[src/rtl/stepseq_pkg.sv]
package stepseq_pkg;

    localparam int COIL_W = 4;

    typedef logic [1:0] phase_t;

    // Cyclic order keeps one coil change per step
    function automatic logic [COIL_W-1:0] phase_code(input phase_t p);
        logic [COIL_W-1:0] c;
        case (p)
            2'd0:    c = 4'h3;
            2'd1:    c = 4'h6;
            2'd2:    c = 4'hC;
            default: c = 4'h9;
        endcase
        return c;
    endfunction

endpackage

[src/rtl/stepseq_phase.sv]
module stepseq_phase
    import stepseq_pkg::*;
(
    input  logic              clk,
    input  logic              rst_n,
    input  logic              adv,
    input  logic              cw,
    output logic [COIL_W-1:0] coil
);

    typedef struct packed {
        phase_t            idx;
        logic [COIL_W-1:0] coil;
    } phase_s;

    phase_s s_d, s_q;

    always_comb begin
        s_d = s_q;
        if (adv) begin
            s_d.idx = cw ? (s_q.idx + 2'd1) : (s_q.idx - 2'd1);
        end
        s_d.coil = phase_code(s_d.idx);
    end

    always_ff @(posedge clk) begin
        if (!rst_n) begin
            s_q.idx  <= 2'd0;
            s_q.coil <= phase_code(2'd0);
        end else begin
            s_q <= s_d;
        end
    end

    assign coil = s_q.coil;

endmodule

[src/rtl/stepseq_ctrl.sv]
module stepseq_ctrl #(
    parameter int DELAY_W = 16,
    parameter int COUNT_W = 16
) (
    input  logic               clk,
    input  logic               rst_n,
    input  logic               step_req,
    input  logic               move_start,
    input  logic [COUNT_W-1:0] move_steps,
    input  logic [DELAY_W-1:0] delay_cycles,
    output logic               adv,
    output logic               done,
    output logic [DELAY_W-1:0] cnt_o
);

    localparam logic [DELAY_W-1:0] CNT_ONE = DELAY_W'(1);
    localparam logic [COUNT_W-1:0] REM_ONE = COUNT_W'(1);

    typedef struct packed {
        logic [DELAY_W-1:0] cnt;
        logic [COUNT_W-1:0] remain;
        logic               moving;
        logic               done;
    } ctrl_s;

    ctrl_s s_d, s_q;
    logic  adv_d;

    always_comb begin
        s_d      = s_q;
        s_d.done = 1'b0;
        adv_d    = 1'b0;
        if (s_q.cnt != '0) begin
            s_d.cnt = s_q.cnt - CNT_ONE;
        end else if (s_q.moving) begin
            if (s_q.remain != '0) begin
                adv_d      = 1'b1;
                s_d.remain = s_q.remain - REM_ONE;
                s_d.cnt    = delay_cycles;
            end else begin
                s_d.moving = 1'b0;
                s_d.done   = 1'b1;
            end
        end else if (move_start) begin
            s_d.moving = 1'b1;
            s_d.remain = move_steps;
        end else if (step_req) begin
            adv_d   = 1'b1;
            s_d.cnt = delay_cycles;
        end
    end

    always_ff @(posedge clk) begin
        if (!rst_n) begin
            s_q <= '0;
        end else begin
            s_q <= s_d;
        end
    end

    assign adv   = adv_d;
    assign done  = s_q.done;
    assign cnt_o = s_q.cnt;

endmodule

[src/rtl/stepper_seq.sv]
module stepper_seq
    import stepseq_pkg::*;
#(
    parameter int DELAY_W = 16,
    parameter int COUNT_W = 16,
    parameter int PORT_W  = 8
) (
    input  logic               clk,
    input  logic               rst_n,
    input  logic               step_req,
    input  logic               dir_cw,
    input  logic [DELAY_W-1:0] delay_cycles,
    input  logic               move_start,
    input  logic [COUNT_W-1:0] move_steps,
    output logic [PORT_W-1:0]  coil_port,
    output logic               move_done
);

    logic              adv;
    logic [COIL_W-1:0] coil;
    logic [DELAY_W-1:0] delay_cnt;

    stepseq_ctrl #(
        .DELAY_W (DELAY_W),
        .COUNT_W (COUNT_W)
    ) u_ctrl (
        .clk          (clk),
        .rst_n        (rst_n),
        .step_req     (step_req),
        .move_start   (move_start),
        .move_steps   (move_steps),
        .delay_cycles (delay_cycles),
        .adv          (adv),
        .done         (move_done),
        .cnt_o        (delay_cnt)
    );

    stepseq_phase u_phase (
        .clk   (clk),
        .rst_n (rst_n),
        .adv   (adv),
        .cw    (dir_cw),
        .coil  (coil)
    );

    assign coil_port[COIL_W-1:0] = coil;

    generate
        for (genvar gi = COIL_W; gi < PORT_W; gi++) begin : g_hi_zero
            assign coil_port[gi] = 1'b0;
        end
    endgenerate

endmodule

[config.mk]
export PLATFORM = sky130hd
export DESIGN_NAME = stepper_seq
export DESIGN_NICKNAME = d
export VERILOG_FILES = /design/src/rtl/stepseq_pkg.sv /design/src/rtl/stepseq_phase.sv /design/src/rtl/stepseq_ctrl.sv /design/src/rtl/stepper_seq.sv
export SDC_FILE = /design/constraint.sdc
export NUM_CORES = 1
export LEC_CHECK = 0
export ABC_CLOCK_PERIOD_IN_PS = 5500
export BUFFER_PORTS_ARGS = -buffer_cell sky130_fd_sc_hd__buf_2
export CORE_ASPECT_RATIO = 0.7
export CORE_UTILIZATION = 40
export DETAILED_ROUTE_END_ITERATION = 8
export HOLD_SLACK_MARGIN = 0.02
export PLACE_DENSITY_LB_ADDON = 0.1
export SKIP_LAST_GASP = 1
export SYNTH_ARGS = -nofsm -noshare
export SYNTH_HDL_FRONTEND = slang
export SYNTH_SLANG_ARGS = --single-unit
[constraint.sdc]
create_clock -name clk -period 5.5 [get_ports clk]
set_clock_uncertainty 0.2 [all_clocks]
set_input_delay 0.825 -clock clk [delete_from_list [all_inputs] [get_ports clk]]
set_output_delay 0.825 -clock clk [all_outputs]
set_load 0.02 [all_outputs]
==> results.yml <==
cts:
  cts_sinks: 40
  cts_resized: 0
  cts_setup_buffers: 0
  cts_tree: "built"
  clock_latency_ps: 290
  clk_path_buf_depth: 2
  cts_buffers: 5
  root_buffer: "clkbuf_8"
  htreeDepth: 2
  clkSlewWorstSetupHoldPaths_ps: 80
  cts_hold_buf: 0
worst_setup_path:
  path_class: "flop to flop"
  path_max_fanout: 26
  regToRegSetupSlack_ps: 2470
  cp-end-kind: "flop"
  required_ps: 5440
  worstPathArrival_ps: 2970
  cp-start-kind: "flop"
timing:
  finalCritPeriodShare_pct: 55.0
  hold_viol_final: 0
  grt_setup_unrepaired: "false"
  fin_setup_tns_ps: 0
  worst_slew_pin_slew_ps: 947
  slew_viol_final: 0
  fmax_mhz: 330
  finalSetupViolCount: 0
  relSlewSlack_pct: 36.8
  period_minus_slack_ps: 3030
floorplan:
  die_h_um: 67.7
  num_rows: 23
  die_area_um2: 6490
  io_pins: 46
  die_w_um: 95.9
  core_um2: 5840
  start_util_pct: 42.2
yosys:
  avgSynthCellArea_um2: 8.45
  seq_area_frac_synth_pct: 32.5
  postSynth.asyncResetShare_pct: 0
  syn_inst: 292
  ys_ff_latch: 40
  yosysWarnings: 0
  synth-edff-count: 0
  ys_types: 57
  yosys_most_used_dff: "dfxtp_1"
  mappedNetlistArea_um2: 2470
route:
  viasPerCell: 5.45
  wirelength_mm: 5.88
  wire_per_inst_um: 14.8
  drc: 0
  first_iter_violations: 151
  ant_nets: 0
  first_pass_iters: 4
  vias: 2171
power_and_ir_drop:
  seq_power_share_pct: 31.0
  comb_power_share_pct: 56.2
  p_switching_w: 0.000692
  ir_worst_vdd_uv: 217
  p_int_w: 0.000783
  swShare_pct: 46.9
  pwr_density_cell_nw_per_um2: 537
  power_frac_clock_pct: 12.8
  power_w: 0.00147
  leakage_nw: 1.10
layout:
  drive_gt1_share_pct: 20.7
  syn2layout_area_growth_pct: 11.2
  final_cells: 398
  antenna_cells: 0
  nets: 367
grt:
  grt-ovfl-total: 0
  first_global_vias: 1852
  grt_use_total_pct: 19.8
  grt_start_max_net_pins: 30
  antenna_found_initial: 0
  grt_pass1_wl_mm: 9.56
placement:
  globalplace.congestion: 0.800
  place_hpwl_mm: 4.22
  io_buffers: 41
  place_inst: 391
run:
  drv_cap: 0
run_status:
  outcome: "completed"
hold_path:
  min_path_type: "flop to flop"
[metal layers]
metal	vias to the layer above	share of wire, %	global-route usage, %
met2	55	39	26.8
met4	0	0.75	5.04
met5	-	0	0
met3	5	6.0	4.17
li1	1123	-	-
met1	988	54	30.7
[critical path, stage by stage, from the launching register on]
cell and delay, ps:
dfxtp_1 890, nand3b_1 220, nor4_4 510, a2111oi_4 150
buf_4 230, xnor2_2 210, inv_1 100, ha_1 220
nor2_1 100, nor2_1 50
[kinds of logic (layout without fill, tap and decap cells)]
family	after synthesis	after routing	share of synthesized area, %
buf+inv	35	63	7.25
flops	40	40	32.5
fa+ha+maj	7	7	3.55
simple gates	112	112	24.4
other cells	1	4	0.152
xor+xnor	14	14	5.27
compound gates	77	77	24.4
mux	6	6	2.48
[final cells by class]
type / count / area, um2
Fill cell: 601 / 3100
Multi-Input combinational cell: 220 / 1500
Sequential cell: 40 / 801
Timing Repair Buffer: 44 / 228
Tap cell: 75 / 93.8
Clock buffer: 6 / 72.6
Inverter: 12 / 45.0
Clock inverter: 1 / 5.00
[registers in the layout (all words and copies together) (netlist names)]
signal        count
u_ctrl.s_q       17
u_ctrl.cnt_o     16
u_ctrl.done       1
u_phase.coil      4
u_phase.s_q       2
[power groups by stage]
| stage | clock (W) | combinational, W | sequential (W) |
|---|---|---|---|
| final | 0.000189 | 0.000828 | 0.000458 |
| after floorplan | 0 | 0.000707 | 0.000429 |
| after global routing | 0.000207 | 0.000929 | 0.000472 |
| after global placement | 0 | 0.000825 | 0.000462 |
| after detailed placement | 0 | 0.000828 | 0.000462 |
| after CTS | 0.000195 | 0.000832 | 0.000456 |
[through the flow]
stage | cell area (um2) | setup slack, ps | hold WS, ps | util, %
2_1_floorplan | 2480 | 2830 | 276 | -
3_5_place_dp | 2670 | 2520 | 306 | 45.6
3_3_place_gp | 2670 | 2590 | 300 | 45.6
6_report | 2740 | 2470 | 319 | 47.0
4_1_cts | 2740 | 2510 | 319 | 47.0
5_1_grt | 2740 | 2290 | 345 | 47.0
[synthesized netlist by cell type (7+ instances only)]
cell type	instances	share of area, %
a211oi_1	7	2.1
a21oi_1	15	3.0
a22oi_1	8	2.4
buf_4	10	3.0
clkbuf_1	10	1.5
dfxtp_1	40	32
ha_1	7	3.5
inv_1	12	1.8
nand2_1	27	4.1
nor2_1	28	4.3
nor3_1	13	2.6
o21ai_0	8	1.6
xnor2_1	7	2.5
[cell usage in the layout (no fill, tap or decap), drive strengths merged, types with 2 or more instances in the layout]
cell / count
a22o: 2
o21ai: 10
nor3: 14
ha: 7
xnor2: 8
nand2: 28
buf: 44
a21boi: 2
nand4: 6
a21oi: 15
xor2: 6
or4: 4
nor2: 28
mux2i: 5
and2: 2
or2: 2
nand3: 4
and3: 2
nor2b: 3
o31ai: 4
dfxtp: 40
a211oi: 7
conb: 4
nand3b: 3
a221oi: 3
clkbuf: 6
nand2b: 2
o32a: 2
a2111oi: 5
a32o: 3
nor3b: 3
a22oi: 8
or3: 3
a31oi: 6
nor4: 6
a31o: 4
inv: 12
a311oi: 2
[path summary, 6_finish.rpt]
| kind | from | end | cells after the start |
|---|---|---|---|
| max | u_ctrl.s_q[1] | u_phase.coil[3] | 9 |
| max reg2reg | u_ctrl.s_q[1] | u_phase.coil[3] | 9 |
| min | u_phase.s_q[5] | u_phase.s_q[5] | 2 |
| min reg2reg | u_phase.s_q[5] | u_phase.s_q[5] | 2 |
No activity file was read; power rests on OpenSTA's default activity.
